<file path="config.mk">
export PLATFORM = sky130hd
export DESIGN_NAME = die_heat_ctl
export DESIGN_NICKNAME = d
export VERILOG_FILES = /design/src/rtl/die_heat_pkg.sv /design/src/rtl/die_heat_start.sv /design/src/rtl/die_heat_timer.sv /design/src/rtl/die_heat_seq.sv /design/src/rtl/die_heat_ctl.sv
export SDC_FILE = /design/constraint.sdc
export NUM_CORES = 1
export LEC_CHECK = 0
export ABC_AREA = 1
export BUFFER_PORTS_ARGS = -buffer_cell sky130_fd_sc_hd__buf_2
export CORE_AREA = 8 8 75 77
export CTS_CLUSTER_SIZE = 28
export DETAILED_ROUTE_END_ITERATION = 10
export DIE_AREA = 0 0 83 85
export SETUP_SLACK_MARGIN = 0.1
export SLEW_MARGIN = 0
export SYNTH_ARGS = -nofsm -noshare
export SYNTH_HDL_FRONTEND = slang
export SYNTH_SLANG_ARGS = --single-unit
</file>
<file path="constraint.sdc">
create_clock -name clk -period 2.3 [get_ports clk]
set_input_delay 0 -clock clk [delete_from_list [all_inputs] [get_ports clk]]
set_output_delay 0 -clock clk [all_outputs]
set_load 0.02 [all_outputs]
</file>
<file path="src/rtl/die_heat_pkg.sv">
package die_heat_pkg;
  localparam int CODE_W = 4;
  localparam logic [CODE_W-1:0] CODE_TOP = '1;

  typedef enum logic [2:0] {
    ST_IDLE = 3'd0,
    ST_HEAT = 3'd1,
    ST_DONE = 3'd2,
    ST_TOUT = 3'd3,
    ST_SAT  = 3'd4,
    ST_ARM  = 3'd5
  } heat_state_t;

  function automatic logic f_top_sat(input logic [CODE_W-1:0] c);
    return c == CODE_TOP;
  endfunction

  function automatic logic f_reached(input logic [CODE_W-1:0] start,
                                     input logic [CODE_W-1:0] cur,
                                     input int unsigned rise);
    logic [CODE_W+1:0] goal;
    goal = {2'b00, start} + (CODE_W+2)'(rise);
    return f_top_sat(cur) || ({2'b00, cur} >= goal);
  endfunction

  function automatic logic [2:0] f_status(input heat_state_t s);
    return (s == ST_ARM) ? 3'd0 : 3'(s);
  endfunction
endpackage

</file>
<file path="src/rtl/die_heat_start.sv">
module die_heat_start
  import die_heat_pkg::*;
#(
  parameter int RISE = 2
) (
  input  logic              clk,
  input  logic              rst_n,
  input  logic              capture,
  input  logic [CODE_W-1:0] temp_code,
  output logic              reached
);
  logic [CODE_W-1:0] start_q;

  always_ff @(posedge clk) begin
    if (!rst_n)       start_q <= '0;
    else if (capture) start_q <= temp_code;
  end

  assign reached = f_reached(start_q, temp_code, RISE);
endmodule

</file>
<file path="src/rtl/die_heat_timer.sv">
module die_heat_timer #(
  parameter int TMO_W = 8
) (
  input  logic             clk,
  input  logic             rst_n,
  input  logic             capture,
  input  logic             tick,
  input  logic [TMO_W-1:0] limit_in,
  output logic             expired
);
  logic [TMO_W-1:0] cnt_q, lim_q;
  logic [TMO_W:0]   next_cnt;

  assign next_cnt = {1'b0, cnt_q} + 1'b1;
  assign expired  = tick && (next_cnt >= {1'b0, lim_q});

  always_ff @(posedge clk) begin
    if (!rst_n) begin
      cnt_q <= '0;
      lim_q <= '0;
    end else if (capture) begin
      cnt_q <= '0;
      lim_q <= limit_in;
    end else if (tick && !next_cnt[TMO_W]) begin
      cnt_q <= next_cnt[TMO_W-1:0];
    end
  end
endmodule

</file>
<file path="src/rtl/die_heat_seq.sv">
module die_heat_seq
  import die_heat_pkg::*;
(
  input  logic              clk,
  input  logic              rst_n,
  input  logic              frame_done,
  input  logic [CODE_W-1:0] temp_code,
  input  logic              low_contrast,
  input  logic              nap_req,
  input  logic              reached,
  input  logic              expired,
  output logic              capture,
  output logic              tick,
  output heat_state_t       state
);
  heat_state_t nxt;

  assign capture = (state == ST_ARM) && frame_done && !nap_req && !f_top_sat(temp_code);
  assign tick    = (state == ST_HEAT) && frame_done && !nap_req;

  always_comb begin
    nxt = state;
    if (nap_req) nxt = ST_IDLE;
    else begin
      case (state)
        ST_IDLE: if (low_contrast) nxt = ST_ARM;
        ST_ARM:  if (frame_done) nxt = f_top_sat(temp_code) ? ST_SAT : ST_HEAT;
        ST_HEAT: if (frame_done) begin
          if (reached)      nxt = ST_DONE;
          else if (expired) nxt = ST_TOUT;
        end
        default: if (!low_contrast) nxt = ST_IDLE;
      endcase
    end
  end

  always_ff @(posedge clk) begin
    if (!rst_n) state <= ST_IDLE;
    else        state <= nxt;
  end
endmodule

</file>
<file path="src/rtl/die_heat_ctl.sv">
module die_heat_ctl
  import die_heat_pkg::*;
#(
  parameter int TMO_W = 8,
  parameter int RISE  = 2
) (
  input  logic             clk,
  input  logic             rst_n,
  input  logic             frame_done,
  input  logic [3:0]       temp_code,
  input  logic             low_contrast,
  input  logic             nap_req,
  input  logic [TMO_W-1:0] timeout_frames,
  output logic             heater_en,
  output logic [2:0]       status
);
  logic        capture, tick, reached, expired;
  heat_state_t state;

  die_heat_seq u_seq (
    .clk, .rst_n, .frame_done, .temp_code, .low_contrast, .nap_req,
    .reached, .expired, .capture, .tick, .state
  );

  die_heat_start #(.RISE(RISE)) u_start (
    .clk, .rst_n, .capture, .temp_code, .reached
  );

  die_heat_timer #(.TMO_W(TMO_W)) u_timer (
    .clk, .rst_n, .capture, .tick, .limit_in(timeout_frames), .expired
  );

  assign heater_en = (state == ST_HEAT) && !nap_req;
  assign status    = f_status(state);
endmodule

</file>
## After elaboration in Yosys (flattened, before gate mapping)

Index checks and enable logic that the tools add are counted.

| operators by class | value |
|---|---|
| $lt $le $gt $ge | 2 |
| equal/unequal tests | 8 |
| multiply operators | 0 |
| bitwise logic cells | 1 |
| $add $sub $neg | 2 |
| shifts and indexed selects | 0 |
| mux-type cells | 9 |
| reductions and logical operators | 16 |
| divide/modulo/power cells | 0 |

Operators with widths:

| kind | number |
|---|---|
| two-way mux 3 bit | 8 |
| adder 8 x 1 -> 9 bit (second input constant) | 1 |
| greater-or-equal comparator 9 x 8 -> 1 bit | 1 |
| case mux 3 bit (3 select lines) | 1 |
| logical AND 1 bit | 8 |
| greater-or-equal comparator 4 x 6 -> 1 bit | 1 |
| != test 2 bit (second input constant) | 3 |
| adder 4 x 2 -> 5 bit (second input constant) | 1 |
| AND reduction 5 bit | 1 |
| == test 4 bit (second input constant) | 1 |
| != test 4 x 1 -> 1 bit (second input constant) | 1 |
| OR reduction 2 bit | 2 |
| == test 3 x 1 -> 1 bit (second input constant) | 1 |
| == test 3 bit (second input constant) | 1 |
| logical NOT 1 bit | 3 |
| logical NOT 3 bit | 1 |
| != test 3 bit (second input constant) | 1 |
| logical OR 1 bit | 1 |
| inverter 1 bit | 1 |

| storage, ports and cells | value |
|---|---|
| output and inout bits | 4 |
| latch bits | 0 |
| memories | 0 |
| bits in read-only memories | 0 |
| register bits after elaboration | 23 |
| RAM bits | 0 |

## Depth between registers and ports, before layout

Gate-level depths: netlist of run 1.

| depth | value |
|---|---|
| depth in word-level cells | 8 |
| mapped depth | 17 |
| depth with buffers taken out | 17 |

## Modules after synthesis

Synthesis of run 1 repeated with hierarchy kept, for this count alone.

| second synthesis, totals | value |
|---|---|
| cells, all modules | 221 |
| area total of the unflattened synthesis | 1,477.7 um^2 |

By module, submodules not included:

| module | area an instance (um^2) | seq. area each (um^2) | times used | cells each |
|---|---|---|---|---|
| die_heat_timer | 898.4 | 320.3 | 1 | 122 |
| die_heat_start | 292.8 | 80.1 | 1 | 44 |
| die_heat_seq | 246.5 | 60.1 | 1 | 45 |
| die_heat_ctl | 40.0 | 0.0 | 1 | 10 |

## Least setup slack after synthesis of run 1

No wires, ideal clock.

| path | value |
|---|---|
| path type | register to register |
| from | register u_timer.cnt_q[0] |
| to | register u_seq.state[0] |
| stages on the path, launching flop included | 14 |
| setup time | 0.115 ns |
| period minus slack after synthesis | 2.023 ns |
| setup slack | 0.277 ns |
| path buffers | 0 |
| arrival | 1.908 ns |
| cells stage by stage | dfxtp_1 -> ha_1 -> nand3_1 -> nor2_1 -> xor2_1 -> ha_1 -> a21oi_1 -> nand2_1 -> nand2_1 -> nand2_1 -> nand2_1 -> nand2_1 -> a21oi_1 -> nor2_1 |

| on the way | value |
|---|---|
| word-level cells in the longest chain between the ends | 5 |

RTL lines:

| element | line | text |
|---|---|---|
| from (decl) | die_heat_timer.sv:11 | `logic [TMO_W-1:0] cnt_q, lim_q;` |
| from (signal assigned) | die_heat_timer.sv:25 | `cnt_q <= next_cnt[TMO_W-1:0];` |
| adder 8 x 1 -> 9 bit | die_heat_timer.sv:14 | `assign next_cnt = {1'b0, cnt_q} + 1'b1;` |
| net u_timer.next_cnt[6] | die_heat_timer.sv:12 | `logic [TMO_W:0] next_cnt;` |
| greater-or-equal comparator 9 x 8 -> 1 bit | die_heat_timer.sv:15 | `assign expired = tick && (next_cnt >= {1'b0, lim_q});` |
| logical AND 1 bit | die_heat_timer.sv:15 |  |
| != test 3 bit (no line) | -- |  |
| AND reduction 5 bit (no line) | -- |  |
| to (signal assigned) | die_heat_seq.sv:39 | `else state <= nxt;` |
| to (decl) | die_heat_seq.sv:14 | `output heat_state_t state` |

The timed path passes the listed nets, and every way through them passes these cells.
A chain may end at the register's enable or synchronous reset.

## Worst setup path in the final report of run 1

Same ends and word-level chain as after synthesis.

==> impl_metrics.json, run 1 <==
{
  "syn_nets": 230,
  "path_clk_slew_ns": 0.08,
  "rows": 25,
  "start_kind": "flop",
  "hpwlAfterDp_um": 2320,
  "htree_levels": 1,
  "timing.final.crit_period_ns": 2.01,
  "cts-root-buf": "clkbuf_8",
  "critical_path.top_delay_family": "simple AND/OR/NAND/NOR gates",
  "clockBufferDepth": 2,
  "coreArea_um2": 4540,
  "floorplan.die.width_um": 83,
  "die_h_um": 85,
  "grtUsageTotal_pct": 8.49,
  "grt.overflow.total": 0,
  "cts_sinks": 23,
  "drive_above_1_share_pct": 20.4,
  "yosysSeqAreaShare_pct": 32.7,
  "setup_violations": 0,
  "slowest_stage": "dfxtp_4",
  "cp_common_cell": "nand2_1",
  "drc": 0,
  "place_congestion": 0.727,
  "grt_pass1_vias": 1173,
  "synth_top_area_share_pct": 32.7,
  "wl_per_cell_um": 10.6,
  "fin_skew_ns": 0.00280,
  "dpl_worst_slack_ns": 0.121,
  "worstMarginPinSlew_ns": 0.472,
  "fmax_mhz": 497,
  "path_buf_inv": 0,
  "yosys_warnings": 0,
  "layout_worst_path_cycle_share_pct": 87.5,
  "io_buffers": 20,
  "cp.required_ns": 2.46,
  "hold_violations": 0,
  "dr.pass1.iters": 6,
  "pin_count": 21,
  "cap_violations": 0,
  "grt_max_degree": 19,
  "synth_area_um2": 1410,
  "area_growth_pct": 21.5,
  "ir_worst_vdd_v": 0.000218,
  "insertion_delay_ns": 0.26,
  "antenna_found_initial": 0,
  "viasPerCell": 4.59,
  "num_vias": 1285,
  "start_util_pct": 31.1,
  "yosysTopAreaCell": "dfxtp_1",
  "min_path_type": "in -> reg",
  "fill_cells": 476,
  "netlist_instances": 199,
  "final.setup.tns_ns": 0,
  "cts_tree": "done",
  "avgSynthCellArea_um2": 7.08,
  "nets": 258,
  "cts_made_buffers": 3,
  "grt_pass1_wl_um": 5180,
  "slowest_delay_ns": 0.37,
  "rsz0062_at_grt": "false",
  "path_cells": "ha_4 -> nand3_4 -> xor2_2 -> ha_1 -> nand2_1 -> nor2_1 -> nand2_1 -> nand3_1 -> nand2_1 -> nand2_1 -> nand2_1 -> nand2_1 -> nand2_1 -> nand2_2 -> nand3_1 -> nand2_1 -> nor2_1",
  "synth_area_leaders": "dfxtp_1 (33%), ha_1 (12%), inv_1 (8.0%)",
  "synth_seq_cells": 23,
  "path_max_fanout": 6,
  "yosysUniqueCellTypes": 23,
  "finalWorstSetupSlack_ns": 0.288,
  "drt_iter0_markers": 43,
  "die_area_um2": 7060,
  "status": "completed",
  "wl_um": 2980,
  "ant_nets": 0,
  "slew_headroom_pct": 68.4,
  "slew_viol_final": 0,
  "critPathKind": "reg -> reg",
  "p_leak_nw": 0.802,
  "critPathCaptureType": "flop",
  "diodes": 0,
  "powerDensity_nw_per_um2": 502,
  "crit_arrival_ns": 2.18
}
-- final cells by class --
class | instances | area [µm²] | area share, %
multi-input combinational | 139 | 852 | 49.8
clock buffer | 4 | 45.0 | 2.63
sequential | 23 | 467 | 27.3
tap | 54 | 67.6 | 3.95
timing repair buffer | 26 | 153 | 8.92
inverter | 34 | 128 | 7.46
-- report_power, final --
group          switching [mW]  total (mW)  internal, mW
Combinational           0.111       0.186        0.0751
Sequential             0.0119       0.422         0.410
Clock                   0.127       0.251         0.124
-- worst reg2reg max path, stage by stage (launching register included) --
cell and delay, ns:
dfxtp_4 0.37, ha_4 0.15, nand3_4 0.09, xor2_2 0.16, ha_1 0.30, nand2_1 0.07
nor2_1 0.10, nand2_1 0.05, nand3_1 0.06, nand2_1 0.05, nand2_1 0.05, nand2_1 0.05
nand2_1 0.05, nand2_1 0.05, nand2_2 0.11, nand3_1 0.08, nand2_1 0.08, nor2_1 0.04
-- state kept, by name (all words and copies together), names as in the netlist --
signal / count
u_start.start_q: 4
u_timer.cnt_q: 8
u_seq.state: 3
u_timer.lim_q: 8
-- cell usage after synthesis (all sizes together) --
master and count:
clkbuf 2, ha 14, o22ai 1, or2 1
a21oi 21, nand3 9, nand2 29, nand4 3
a31oi 2, xnor2 1, o21ai 20, dfxtp 23
o21bai 1, nor3 2, xor2 5, inv 34
buf 1, nor2 29, o211ai 1
-- routing by layer --
layer / wire length (µm) / vias to the layer above / track usage, %
met2: 1340 / 17 / 13.3
met4: 48 / 0 / 3.35
met5: 0 / - / 0
met1: 1480 / 565 / 10.6
li1: - / 699 / -
met3: 105 / 4 / 2.49
-- per-stage QoR --
| stage | instances | area (µm²) | utilization, % | hold slack [ns] | power (mW) |
|---|---|---|---|---|---|
| after floorplan | 199 | 1410 | - | 0.0798 | 0.560 |
| after global placement | 272 | 1570 | 34.7 | 0.226 | 0.609 |
| after detailed placement | 272 | 1570 | 34.7 | 0.232 | 0.610 |
| after CTS | 279 | 1650 | 36.3 | 0.00329 | 0.873 |
| after global routing | 280 | 1710 | 37.7 | 0.0199 | 0.926 |
| final | 280 | 1710 | 37.7 | 0.0134 | 0.859 |
-- path summary, 6_finish.rpt --
path | slack [ns] | to | depth (start not counted) | from
worst max-delay path | 0.29 | u_seq.state[0]$_SDFFE_PP0P_ | 17 | u_timer.cnt_q[0]$_SDFFE_PP0P_
worst min-delay path | 0.01 | u_timer.lim_q[2]$_SDFFE_PN0P_ | 3 | timeout_frames[2]
worst max register to register | 0.29 | u_seq.state[0]$_SDFFE_PP0P_ | 17 | u_timer.cnt_q[0]$_SDFFE_PP0P_
worst min register to register | 0.47 | u_timer.lim_q[5]$_SDFFE_PN0P_ | 2 | u_timer.lim_q[5]$_SDFFE_PN0P_
-- repair_timing --
action | CTS | global route
setup buffers | 0 | 1
gates resized for setup | 0 | 13
hold buffers | 3 | 0
endpoints found under the setup margin | 0 | 3
endpoints found under the hold margin | 3 | 0
-- cell families (layout without fill, tap and decap cells) --
group                    after synthesis  after routing  share of synthesized area, %
AO/OA/AOI/OAI                         46             46                          17.0
XOR/XNOR                               6              6                          3.73
adder cells (fa/ha/maj)               14             14                          12.4
buffers and inverters                 37             64                          10.4
flip-flops                            23             23                          32.7
AND/OR/NAND/NOR                       73             73                          23.8
-- placed cells by master, fill, tap and decap left out, drive strengths merged --
cell         netlist  layout
o21ai             20      20
o211ai             1       1
xnor2              1       1
nand3              9       9
clkbuf             2       4
inv               34      34
o21bai             1       1
a31oi              2       2
nand4              3       3
nor3               2       2
xor2               5       5
o22ai              1       1
dlygate4sd3        0       3
ha                14      14
a21oi             21      21
or2                1       1
nor2              29      29
buf                1      23
nand2             29      29
dfxtp             23      23
Power figures use the tool's default switching activity.
==> run 2, diff against run 1 <==
Settings changed: CELL_PAD_IN_SITES_DETAIL_PLACEMENT set to 1, CELL_PAD_IN_SITES_GLOBAL_PLACEMENT set to 1, PLACE_DENSITY_LB_ADDON set to 0.1.
==> run 2 against run 1 <==
Effect of this change:
- cell area up 4.2%
- first-iteration DRC count down 77%
- die area unchanged
- worst hold slack worse by 0.0017 ns
- sequential cell count unchanged
- global-route usage up 1.9 points
- core utilization up 1.6 points
- combinational power up 15%
==> impl_metrics.json, run 2 (same netlist as run 1, synthesis figures left out) <==
{
  "place_area_um2": 1570,
  "stdcell_count": 281,
  "drt_iter0_markers": 10,
  "wl_per_cell_um": 13.2,
  "floorplan.die.width_um": 83,
  "top_regs": "u_timer.cnt_q (8), u_timer.lim_q (8), u_start.start_q (4)",
  "start_util_pct": 31.1,
  "path_max_fanout": 6,
  "crit_arrival_ns": 2.25,
  "worstMarginPinSlew_ns": 0.808,
  "diodes": 0,
  "grt_pass1_wl_um": 6280,
  "ant_nets": 0,
  "r2r_setup_slack_ns": 0.21,
  "area_growth_pct": 26.6,
  "final_common_cell": "inv_1",
  "cts_tree": "done",
  "num_vias": 1357,
  "path_cells": "ha_4 -> buf_4 -> xor2_2 -> ha_1 -> nand2_1 -> nor2_1 -> nand2_1 -> nand3_2 -> nand2_1 -> nand2_1 -> nand2_1 -> nand2_1 -> nand2_2 -> nand2_4 -> nand3_2 -> nand2_1 -> nor2_1",
  "slowest_delay_ns": 0.37,
  "cp.required_ns": 2.46,
  "cts_sinks": 23,
  "cp_common_cell": "nand2_1",
  "powerDensity_nw_per_um2": 498,
  "slowest_stage": "dfxtp_4",
  "grt_max_degree": 19,
  "ir_worst_vdd_v": 0.000194,
  "cap_violations": 0,
  "dp.cells": 271,
  "final.setup.tns_ns": 0,
  "fmax_mhz": 478,
  "slew_viol_final": 0,
  "insertion_delay_ns": 0.26,
  "grtUsageTotal_pct": 10.3,
  "rows": 25,
  "die_h_um": 85,
  "min_path_type": "in -> reg",
  "htree_levels": 1,
  "grt.overflow.total": 0,
  "finalHoldWorstSlack_ns": 0.0117,
  "coreArea_um2": 4540,
  "grt_pass1_vias": 1445,
  "timing.final.crit_period_ns": 2.09,
  "critPathKind": "reg -> reg",
  "layout_worst_path_cycle_share_pct": 90.9,
  "io_buffers": 20,
  "start_kind": "flop",
  "clockBufferDepth": 2,
  "wl_um": 3700,
  "fill_cells": 590,
  "critPathCaptureType": "flop",
  "die_area_um2": 7060,
  "fin_skew_ns": 0.00169,
  "setup_violations": 0,
  "nets": 259,
  "finalWorstSetupSlack_ns": 0.210,
  "hpwlAfterDp_um": 2910,
  "cts_made_buffers": 3,
  "drc": 0,
  "path_clk_slew_ns": 0.08,
  "rsz0062_at_grt": "true",
  "slew_headroom_pct": 45.9,
  "fin_area_um2": 1780,
  "dpl_worst_slack_ns": 0.0358,
  "pin_count": 21,
  "hold_violations": 0,
  "dr.pass1.iters": 4,
  "antenna_found_initial": 0,
  "register_area_um2": 468,
  "viasPerCell": 4.83,
  "final_cell_mix": "inv_1 (30), nand2_1 (25), nor2_1 (25), o21ai_0 (20), buf_2 (20)",
  "drive_above_1_share_pct": 26.9,
  "status": "completed",
  "cts-root-buf": "clkbuf_8",
  "multiInputGateArea_um2": 913,
  "p_leak_nw": 0.823,
  "place_congestion": 0.755
}
## run 2: cell count changes in the layout (fill, tap and decap cells not counted), moves of 2 or more
cell           delta
xor2_1            -2
nand3_2           +4
a21oi_1           -3
xor2_2            +2
nand3_1           -4
a21oi_2           +3
buf_6             +2
dlygate4sd3_1     -2
## run 2: per-stage QoR
step | total power [mW] | util, %
after floorplan | 0.560 | -
after global placement | 0.610 | 34.5
after detailed placement | 0.618 | 34.5
after CTS | 0.874 | 35.8
after global routing | 0.960 | 39.3
final | 0.888 | 39.3
## run 2: power by group
group | internal [mW] | total, mW | switching (mW)
sequential | 0.411 | 0.425 | 0.0142
clock | 0.124 | 0.251 | 0.127
combinational | 0.0832 | 0.213 | 0.129
total | 0.617 | 0.888 | 0.271
## run 2: routing by layer
layer	wire length [µm]	track usage, %	vias up
li1	-	-	699
met5	0	0	-
met1	1560	10.9	641
met4	53	4.31	0
met2	1960	19.0	13
met3	124	2.59	4
## run 2: path summary, 6_finish.rpt
kind,from,endpoint,depth (start not counted)
max,u_timer.cnt_q[1]$_SDFFE_PP0P_,u_seq.state[0]$_SDFFE_PP0P_,17
min,temp_code[2],u_start.start_q[2]$_SDFFE_PN0P_,3
max reg2reg,u_timer.cnt_q[1]$_SDFFE_PP0P_,u_seq.state[0]$_SDFFE_PP0P_,17
min reg2reg,u_timer.lim_q[6]$_SDFFE_PN0P_,u_timer.lim_q[6]$_SDFFE_PN0P_,2
## run 2: final cells by class
| class | count | share of cell area [%] |
|---|---|---|
| flip-flops and latches | 23 | 26.2 |
| inverters | 34 | 7.15 |
| repair buffers | 27 | 9.12 |
| multi-input cells | 139 | 51.2 |
| clock buffers | 4 | 2.52 |
| well taps | 54 | 3.79 |
## run 2: what timing repair did
item                                    in CTS  in global routing
endpoints found under the hold margin        1                  0
endpoints found under the setup margin       3                  3
setup buffers                                0                  5
gates resized for setup                      2                 27
hold buffers                                 1                  0
pin swaps                                    0                  9
## run 2: critical path, delay by kind of cell, from the launching register on
kind / cells / cell delay [ns]
AND/OR/NAND/NOR: 13 / 0.86
buffers and inverters: 1 / 0.14
adder cells (fa/ha/maj): 2 / 0.47
flip-flops: 1 / 0.37
XOR/XNOR: 1 / 0.15
